--- src/rtl/mdio_resp_pkg.sv ---
package mdio_resp_pkg;

  localparam int unsigned REG_COUNT = 32;
  localparam int unsigned DATA_W    = 16;
  localparam int unsigned FRAME_W   = 32;
  localparam int unsigned FIELD_W   = 5;
  localparam logic [3:0]  OPC_READ  = 4'd6;
  localparam logic [3:0]  OPC_WRITE = 4'd5;

  function automatic logic [DATA_W-1:0] reg_default(input int unsigned idx);
    case (idx)
      0:       return 16'h3100;
      1:       return 16'hF02C;
      2:       return 16'h7810;
      4:       return 16'h0501;
      5:       return 16'h4181;
      16:      return 16'h0003;
      18:      return 16'h0001;
      default: return 16'h0000;
    endcase
  endfunction

  function automatic logic [DATA_W-1:0] reg_wmask(input int unsigned idx);
    if (idx == 4)                              return 16'hC01F;
    if (idx == 16)                             return 16'h0FFF;
    if ((idx >= 1 && idx <= 6) ||
        (idx >= 18 && idx <= 25))              return 16'hFFFF;
    return 16'h0000;
  endfunction

endpackage

--- src/rtl/mdio_frame_shifter.sv ---
module mdio_frame_shifter
  import mdio_resp_pkg::*;
#(
  parameter int unsigned FRAME_BITS = FRAME_W,
  parameter int unsigned DW         = DATA_W,
  parameter int unsigned AW         = FIELD_W,
  parameter int unsigned CNT_W      = 6
) (
  input  logic          clk,
  input  logic          rst,
  input  logic          mdc,
  input  logic          dout,
  input  logic          rdmode,
  input  logic [DW-1:0] rd_data,
  output logic [AW-1:0] rd_phy,
  output logic [AW-1:0] rd_reg,
  output logic          wr_en,
  output logic [AW-1:0] wr_phy,
  output logic [AW-1:0] wr_reg,
  output logic [DW-1:0] wr_data,
  output logic          din
);

  localparam int unsigned HDR_BITS = FRAME_BITS / 2;
  localparam logic [CNT_W-1:0] HDR_CNT  = CNT_W'(HDR_BITS);
  localparam logic [CNT_W-1:0] FULL_CNT = CNT_W'(FRAME_BITS);
  localparam logic [CNT_W-1:0] CNT_MAX  = '1;
  localparam int unsigned H_OPC = HDR_BITS - 1;
  localparam int unsigned H_PHY = HDR_BITS - 5;
  localparam int unsigned H_REG = H_PHY - AW;
  localparam int unsigned F_OPC = FRAME_BITS - 1;
  localparam int unsigned F_PHY = FRAME_BITS - 5;
  localparam int unsigned F_REG = F_PHY - AW;

  logic                  mdc_q;
  logic                  rise;
  logic [CNT_W-1:0]      cnt;
  logic [CNT_W-1:0]      cnt_inc;
  logic [FRAME_BITS-1:0] word;
  logic [FRAME_BITS-1:0] word_sh;
  logic                  shin;
  logic                  preamble;
  logic                  rd_hit;

  assign rise     = mdc & ~mdc_q;
  assign cnt_inc  = (cnt == CNT_MAX) ? cnt : cnt + 1'b1;
  assign shin     = dout & ((cnt_inc < HDR_CNT) | ~rdmode);
  assign word_sh  = {word[FRAME_BITS-2:0], shin};
  assign preamble = &word_sh;

  assign rd_phy  = word_sh[H_PHY -: AW];
  assign rd_reg  = word_sh[H_REG -: AW];
  assign rd_hit  = rise & ~preamble & (cnt_inc == HDR_CNT) &
                   (word_sh[H_OPC -: 4] == OPC_READ);

  assign wr_phy  = word_sh[F_PHY -: AW];
  assign wr_reg  = word_sh[F_REG -: AW];
  assign wr_data = word_sh[DW-1:0];
  assign wr_en   = rise & ~preamble & (cnt_inc == FULL_CNT) &
                   (word_sh[F_OPC -: 4] == OPC_WRITE);

  always_ff @(posedge clk) begin
    if (rst) begin
      mdc_q <= 1'b0;
      cnt   <= '0;
      word  <= '0;
      din   <= 1'b0;
    end else begin
      mdc_q <= mdc;
      if (rise) begin
        cnt  <= preamble ? '0 : cnt_inc;
        word <= rd_hit ? {{(FRAME_BITS-DW){1'b0}}, rd_data} : word_sh;
        if (rdmode && cnt_inc >= HDR_CNT)
          din <= word_sh[HDR_BITS-1];
      end
    end
  end


  idle_hold_chk: assert property (@(posedge clk) disable iff (rst)
    !rise |=> ($stable(cnt) && $stable(word)));


  preamble_clr_chk: assert property (@(posedge clk) disable iff (rst)
    (rise && (&word_sh)) |=> (cnt == '0));


  din_hold_chk: assert property (@(posedge clk) disable iff (rst)
    !(rise && rdmode && cnt_inc >= HDR_CNT) |=> $stable(din));


  reset_clr_chk: assert property (@(posedge clk)
    rst |=> (cnt == '0 && word == '0 && din == 1'b0));

endmodule

--- src/rtl/mdio_phy_regfile.sv ---
module mdio_phy_regfile
  import mdio_resp_pkg::*;
#(
  parameter int unsigned REGS     = REG_COUNT,
  parameter int unsigned DW       = DATA_W,
  parameter int unsigned AW       = FIELD_W,
  parameter int unsigned PHY_ADDR = 1
) (
  input  logic          clk,
  input  logic          rst,
  input  logic [AW-1:0] rd_phy,
  input  logic [AW-1:0] rd_reg,
  input  logic          wr_en,
  input  logic [AW-1:0] wr_phy,
  input  logic [AW-1:0] wr_reg,
  input  logic [DW-1:0] wr_data,
  output logic [DW-1:0] rd_data
);

  localparam logic [AW-1:0] MY_PHY = AW'(PHY_ADDR);

  logic [DW-1:0] mem [REGS];
  logic          wr_ok;

  assign wr_ok   = wr_en && (wr_phy == MY_PHY);
  assign rd_data = (rd_phy == MY_PHY) ? mem[rd_reg] : '0;

  for (genvar g = 0; g < REGS; g++) begin : g_reg
    localparam logic [DW-1:0] MASK_G = reg_wmask(g);
    localparam logic [DW-1:0] INIT_G = reg_default(g);

    always_ff @(posedge clk) begin
      if (rst)
        mem[g] <= INIT_G;
      else if (wr_ok && wr_reg == AW'(g))
        mem[g] <= (mem[g] & ~MASK_G) | (wr_data & MASK_G);
    end


    wmask_hold_chk: assert property (@(posedge clk) disable iff (rst)
      1'b1 |=> (((mem[g] ^ $past(mem[g])) & ~MASK_G) == '0));


    foreign_wr_chk: assert property (@(posedge clk) disable iff (rst)
      (wr_en && wr_phy != MY_PHY) |=> $stable(mem[g]));
  end

endmodule

--- src/rtl/mdio_mgmt_responder.sv ---
module mdio_mgmt_responder
  import mdio_resp_pkg::*;
#(
  parameter int unsigned PHY_ADDR = 1,
  parameter int unsigned CNT_W    = 6
) (
  input  logic clk,
  input  logic rst,
  input  logic mgmt_clk_bit,
  input  logic mgmt_dout,
  input  logic mgmt_rd_mode,
  output logic mgmt_din
);

  logic [FIELD_W-1:0] rd_phy, rd_reg, wr_phy, wr_reg;
  logic [DATA_W-1:0]  rd_data, wr_data;
  logic               wr_en;

  mdio_frame_shifter #(
    .FRAME_BITS(FRAME_W), .DW(DATA_W), .AW(FIELD_W), .CNT_W(CNT_W)
  ) u_shift (
    .clk(clk), .rst(rst),
    .mdc(mgmt_clk_bit), .dout(mgmt_dout), .rdmode(mgmt_rd_mode),
    .rd_data(rd_data), .rd_phy(rd_phy), .rd_reg(rd_reg),
    .wr_en(wr_en), .wr_phy(wr_phy), .wr_reg(wr_reg), .wr_data(wr_data),
    .din(mgmt_din)
  );

  mdio_phy_regfile #(
    .REGS(REG_COUNT), .DW(DATA_W), .AW(FIELD_W), .PHY_ADDR(PHY_ADDR)
  ) u_regs (
    .clk(clk), .rst(rst),
    .rd_phy(rd_phy), .rd_reg(rd_reg),
    .wr_en(wr_en), .wr_phy(wr_phy), .wr_reg(wr_reg), .wr_data(wr_data),
    .rd_data(rd_data)
  );

endmodule

--- config.mk ---
export PLATFORM = sky130hd
export DESIGN_NAME = mdio_mgmt_responder
export DESIGN_NICKNAME = d
export VERILOG_FILES = /design/src/rtl/mdio_resp_pkg.sv /design/src/rtl/mdio_frame_shifter.sv /design/src/rtl/mdio_phy_regfile.sv /design/src/rtl/mdio_mgmt_responder.sv
export SDC_FILE = /design/constraint.sdc
export NUM_CORES = 1
export LEC_CHECK = 0
export BUFFER_PORTS_ARGS = -buffer_cell sky130_fd_sc_hd__buf_2
export CAP_MARGIN = 30
export CORE_MARGIN = 4
export CORE_UTILIZATION = 40
export DETAILED_ROUTE_END_ITERATION = 10
export HOLD_SLACK_MARGIN = 0.12
export PLACE_DENSITY = 0.5
export SYNTH_ARGS = -nofsm -noshare
export SYNTH_HDL_FRONTEND = slang
export SYNTH_SLANG_ARGS = --single-unit
--- constraint.sdc ---
create_clock -name clk -period 4 [get_ports clk]
set_input_delay 0.8 -clock clk [delete_from_list [all_inputs] [get_ports clk]]
set_output_delay 0.8 -clock clk [all_outputs]
set_load 0.005 [all_outputs]
==> results.yml, run 1 <==
run_status:
  status: "complete, no violations"
setup_path:
  max_stage_delay_ns: 0.50
  path_cells: "or4_1, or4_1, nor4_4, nand4_1, buf_4, o21bai_2, buf_4"
  crit_type: "flop to flop"
  critPathRequiredTime_ns: 4.25
  reg2reg_depth: 7
  crit_arrival_ns: 3.45
  slowest_stage: "or4_1"
  cp-start-kind: "flop"
  path_max_fanout: 50
  crit_path_end_kind: "flop"
floorplanning:
  start_util_pct: 40.9
  die_h_microns: 185
  num_rows: 64
  die_area_sq_mm: 0.0344
  core-area_sq_mm: 0.0308
  num_io_pins: 6
  die_w_microns: 185
clocking:
  cts_root_buffer: "clkbuf_16"
  cts_tree: "built"
  clk_pin_slew_ns: 0.06
  cts_resized: 0
  insertion_delay_ns: 0.56
  post_cts_buffers: 0
  htree_num_levels: 1
  clk_path_buf_depth: 3
  numClockSinks: 271
  hold_buffers: 0
  cts_buffers: 29
finish:
  postLayoutCellArea_sq_mm: 0.0142
  drive_gt1_share_pct: 14.4
  nNetsFinal: 1092
  antennaDiodeCount: 0
  area_growth_pct: 12.6
  fill_cells: 2851
sta:
  layout_setup_ws_ns: 0.798
  hold_viol_final: 0
  slew_headroom_pct: 36.3
  fmax_mhz: 312
  rsz0062_at_grt: "no"
  timing.final.crit_share_pct: 80.0
  worst_pin_slew_ns: 0.948
  final.min_clock_period_ns: 3.20
  skew_ns: 0.0121
  finalSetupTns_ns: 0
  setup_viol: 0
  whs_ns: 0.470
  slew_violations: 0
detailed_routing:
  drc: 0
  dr.pass1.iters: 5
  wl_microns: 37400
  vias_per_cell: 5.98
  wl_per_cell_microns: 24.9
  dr.first_iter.drc_count: 939
  ant_nets: 0
  num_vias: 8994
grt:
  grt_pass1_wl_microns: 57300
  grt_max_degree: 69
  gr-total-overflow: 0
  grt_pass1_vias: 9061
  antenna_found_initial: 2
  gr-usage-all-layers_pct: 22.0
synth:
  synth_area_leaders: "edfxtp_1 54%, dfxtp_1 7.0%, nor2_1 4.8%, nor3_1 3.5%, mux2i_1 3.2%"
  synth.avg_cell_area_sq_um: 11.5
  synthArstFlopShare_pct: 0
  synth_area_sq_mm: 0.0126
  synth_edf_count: 227
  ys_warn_count: 0
  synth_cell_types: 59
  ys.flop_type: "edfxtp_1"
  seq_area_frac_synth_pct: 61.1
  synth_top_area_cell: "edfxtp_1"
  netlist_instances: 1097
  ys_ff_latch: 271
  synth_top_area_share_pct: 54.1
  synth_nets: 1103
power_and_ir_drop:
  p_leak_nw: 4.27
  power_density_mw_per_mm2: 443
  ir_worst_vdd_v: 0.000303
place:
  io_buffers: 5
  placed_cell_area_sq_mm: 0.0132
  dpl.hpwl_microns: 25000
  pre_cts_slack_ns: 0.773
  gp_congestion: 0.873
run:
  drv_cap: 0
hold_path:
  hold_depth: 2
  min_path_type: "flop to flop"
-- cells in the mapped netlist, types with 3 or more instances --
master,instances
nor3_1,89
and3_1,8
or3_1,4
nand2b_1,27
nand2_1,66
nor2_1,162
nor4_1,8
mux2_2,20
dfxtp_1,44
a221oi_1,14
o32ai_1,5
o211ai_1,8
o22a_1,5
or4_1,18
a21oi_1,31
a21o_1,5
mux2i_1,40
nor2b_1,16
o221ai_1,11
and2_1,3
a221o_1,12
clkbuf_1,80
o22ai_1,6
a211oi_1,10
nand4_1,13
nand3b_1,5
edfxtp_1,227
inv_1,19
or2_2,5
buf_1,10
a31oi_1,7
o21ai_0,21
o41ai_1,3
mux4_2,14
a311oi_1,3
buf_2,5
o21bai_1,12
nand3_1,33
-- cell families (layout without fill, tap and decap cells) --
family | Yosys count | count (layout) | share of synthesized area, %
AOI/OAI and AO/OA | 172 | 172 | 9.96
and+or+nand+nor | 465 | 465 | 17.9
buffers and inverters | 114 | 125 | 3.45
DFF | 271 | 271 | 61.1
adders and majority gates | 1 | 1 | 0.0993
muxes | 74 | 74 | 7.47
-- cell type report --
type,instances,area (sq um),share of cell area (%)
flip-flops and latches,271,7700,54.3
multi-input cells,712,4510,31.8
clock buffers,34,786,5.54
well taps,396,495,3.49
repair buffers,53,418,2.95
clock inverters,19,198,1.39
inverters,19,71.3,0.503
-- power breakdown --
part / internal [W] / switching (W)
clock network: 0.00165 / 0.00114
registers: 0.00317 / 0.0000449
logic: 0.0000972 / 0.000178
total: 0.00492 / 0.00136
-- worst max-delay path, delay by kind of cell (launching register included) --
family / cells / cell delay (ns)
simple gates: 4 / 1.49
buf+inv: 2 / 0.68
compound gates: 1 / 0.36
flops: 1 / 0.33
-- metrics by stage --
step,util [%],power (W),cells
after floorplan,-,0.00343,1097
after global placement,42.8,0.00355,1450
after detailed placement,42.8,0.00355,1450
after CTS,46.0,0.00633,1503
after global routing,46.0,0.00647,1504
final,46.0,0.00628,1504
-- state kept, by name (all words and copies together), names as in the netlist, named ones only --
| name | cells |
|---|---|
| u_regs.mem | 227 |
| u_shift.cnt | 6 |
| u_shift.din | 1 |
| u_shift.mdc_q | 1 |
| u_shift.word | 31 |
-- cell usage in the layout (no fill, tap or decap), types with 15 or more instances in the layout --
cell,instances
clkbuf_16,30
o21ai_0,21
inv_1,19
mux2_2,20
nand2_1,66
a21oi_1,31
nor2b_1,15
dfxtp_1,41
nor2_1,162
nand2b_1,26
nor3_1,89
buf_4,45
edfxtp_1,227
nand3_1,33
or4_1,18
mux2i_1,40
-- per-layer routing --
| metal | wire length [microns] | track usage [%] | vias to the layer above |
|---|---|---|---|
| li1 | - | - | 4110 |
| met2 | 18200 | 37.0 | 281 |
| met3 | 1960 | 2.79 | 80 |
| met4 | 1210 | 6.84 | 2 |
| met1 | 16000 | 29.9 | 4521 |
| met5 | 13 | 0 | - |
-- final timing paths --
kind	end	slack, ns	from
worst max register to register	u_regs.mem[19][6]	0.80	u_shift.word[30]
worst min-delay path	u_shift.word[29]	0.47	u_shift.word[29]
worst min register to register	u_shift.word[29]	0.47	u_shift.word[29]
worst max-delay path	u_regs.mem[19][6]	0.80	u_shift.word[30]
Power figures use the tool's default switching activity.
==> run 2: changes to the inputs <==
==> constraint.sdc (replaced) <==
create_clock -name clk -period 3.25 [get_ports clk]
set_input_delay 0.65 -clock clk [delete_from_list [all_inputs] [get_ports clk]]
set_output_delay 0.65 -clock clk [all_outputs]
set_load 0.005 [all_outputs]
==> run 2 against run 1 <==
  * First-iteration DRC count up 15%
  * Clock power grew 27%
  * Cell area increased by 1.6%
  * Sequential power increased by 23%
  * Setup slack worse by 0.59 ns
  * Global-route usage is 1.6 points higher
  * Count of clock-buffer cells in the layout up 3
  * Power rose by 25%
  * Clock skew down 0.00097 ns
  * Wire length up 7.7%
  * Fmax rose by 5.2%
  * Critical path depth is the same
  * Largest cell class unchanged
==> results.yml, run 2 (synthesized netlist as in run 1, its figures left out) <==
sta:
  skew_ns: 0.0111
  rsz0062_at_grt: "no"
  finalSetupTns_ns: 0
  worst_pin_slew_ns: 1.04
  hold_viol_final: 0
  final.min_clock_period_ns: 3.04
  fmax_mhz: 328
  layout_setup_ws_ns: 0.205
  slew_headroom_pct: 30.2
  timing.final.crit_share_pct: 93.7
  setup_viol: 0
  slew_violations: 0
setup_path:
  critPathRequiredTime_ns: 3.48
  cp-startpoint: "u_shift.word[30]"
  crit_type: "flop to flop"
  cp-start-kind: "flop"
  path_buf_inv: 2
  path_max_fanout: 24
  reg2reg_slack_ns: 0.21
  endpoint: "u_regs.mem[6][1]"
  cp_num_cells: 7
  path_cells: "or4_1, or4_1, nor4_4, nand4_1, buf_4, o21bai_1, buf_4"
  r2r_end: "u_regs.mem[6][1]"
  r2r_start: "u_shift.word[30]"
  max_stage_delay_ns: 0.51
  crit_arrival_ns: 3.28
  crit_path_end_kind: "flop"
  reg2reg_depth: 7
  cp_top_family: "simple AND/OR/NAND/NOR gates"
  slowest_stage: "or4_1"
clocking:
  clk_pin_slew_ns: 0.06
  htree_num_levels: 1
  numClockSinks: 271
  cts_buffers: 31
  hold_buffers: 0
  cts_tree: "built"
  clk_path_buf_depth: 3
  cts_root_buffer: "clkbuf_16"
  insertion_delay_ns: 0.56
detailed_routing:
  drc: 0
  dr.pass1.iters: 5
  ant_nets: 0
  num_vias: 9271
  wl_microns: 40300
  dr.first_iter.drc_count: 1076
  wl_per_cell_microns: 26.3
  vias_per_cell: 6.05
floorplanning:
  die_h_microns: 185
  die_w_microns: 185
  num_rows: 64
  start_util_pct: 40.9
  num_io_pins: 6
  die_area_sq_mm: 0.0344
  core-area_sq_mm: 0.0308
place:
  io_buffers: 5
  placed_cell_area_sq_mm: 0.0134
  dp.cells: 1477
  gp_congestion: 0.932
  dpl.hpwl_microns: 27500
  pre_cts_slack_ns: 0.0918
grt:
  grt_pass1_wl_microns: 60700
  gr-usage-all-layers_pct: 23.6
  grt_max_degree: 48
  gr-total-overflow: 0
  antenna_found_initial: 0
  grt_pass1_vias: 9028
hold_path:
  min_path_type: "input pin to flop"
  hold_depth: 2
finish:
  final_cell_mix: "227 x edfxtp_1, 162 x nor2_1, 89 x nor3_1"
  largest_reg_flops: 227
  postLayoutCellArea_sq_mm: 0.0144
  reg_top3: "u_regs.mem x227, u_shift.word x31, u_shift.cnt x6"
  drive_gt1_share_pct: 15.7
  final_cells: 1532
  antennaDiodeCount: 0
  layout_commonest_cell: "edfxtp_1"
  area_growth_pct: 14.4
  fill_cells: 2845
  nNetsFinal: 1121
  largest-register: "u_regs.mem"
power_and_ir_drop:
  ir_worst_vdd_v: 0.000439
  p_leak_nw: 4.41
  power_density_mw_per_mm2: 545
run_status:
  status: "complete, no violations"
run:
  drv_cap: 0
## run 2: worst register-to-register path: stages, from the launching register on
cell and delay, ns:
dfxtp_1 0.32, or4_1 0.51, or4_1 0.46, nor4_4 0.36, nand4_1 0.27, buf_4 0.31
o21bai_1 0.18, buf_4 0.30
## run 2: worst min path at each step
stage,start,endpoint,slack [ns]
6_report,mgmt_clk_bit,u_shift.mdc_q,0.34
4_1_cts,mgmt_clk_bit,u_shift.mdc_q,0.33
3_3_place_gp,u_shift.word[29],u_shift.word[29],0.46
2_1_floorplan,u_shift.word[30],u_shift.word[30],0.44
3_5_place_dp,u_shift.word[22],u_shift.word[22],0.47
5_1_grt,mgmt_clk_bit,u_shift.mdc_q,0.36
## run 2: cell type report
class	instances	area [sq um]	area share, %
well taps	396	495	3.44
clock inverters	17	213	1.48
repair buffers	80	633	4.39
multi-input cells	712	4500	31.2
clock buffers	37	798	5.54
inverters	19	71.3	0.495
flip-flops and latches	271	7700	53.4
## run 2: where the power goes
part | switching, W | internal [W]
registers | 0.0000584 | 0.00390
clock network | 0.00141 | 0.00213
logic | 0.000228 | 0.000126
total | 0.00170 | 0.00616
## run 2: metal layers
layer  up-vias  share of wire (%)  track usage (%)
li1       4170                  -                -
met3        72                7.2             3.46
met5         -                  0                0
met1      4657                 45             35.3
met2       372                 45             36.0
met4         0                3.0             6.58
## run 2: repair_timing
action	CTS	global route
setup buffers	0	1
gates resized for setup	0	0
endpoints found under the setup margin	0	27
## run 2: per-stage QoR
stage,hold slack [ns],total power (W),utilization [%]
3_3_place_gp,0.457,0.00439,43.4
3_5_place_dp,0.466,0.00439,43.4
4_1_cts,0.329,0.00789,46.7
2_1_floorplan,0.440,0.00422,-
5_1_grt,0.362,0.00808,46.7
6_report,0.340,0.00786,46.7
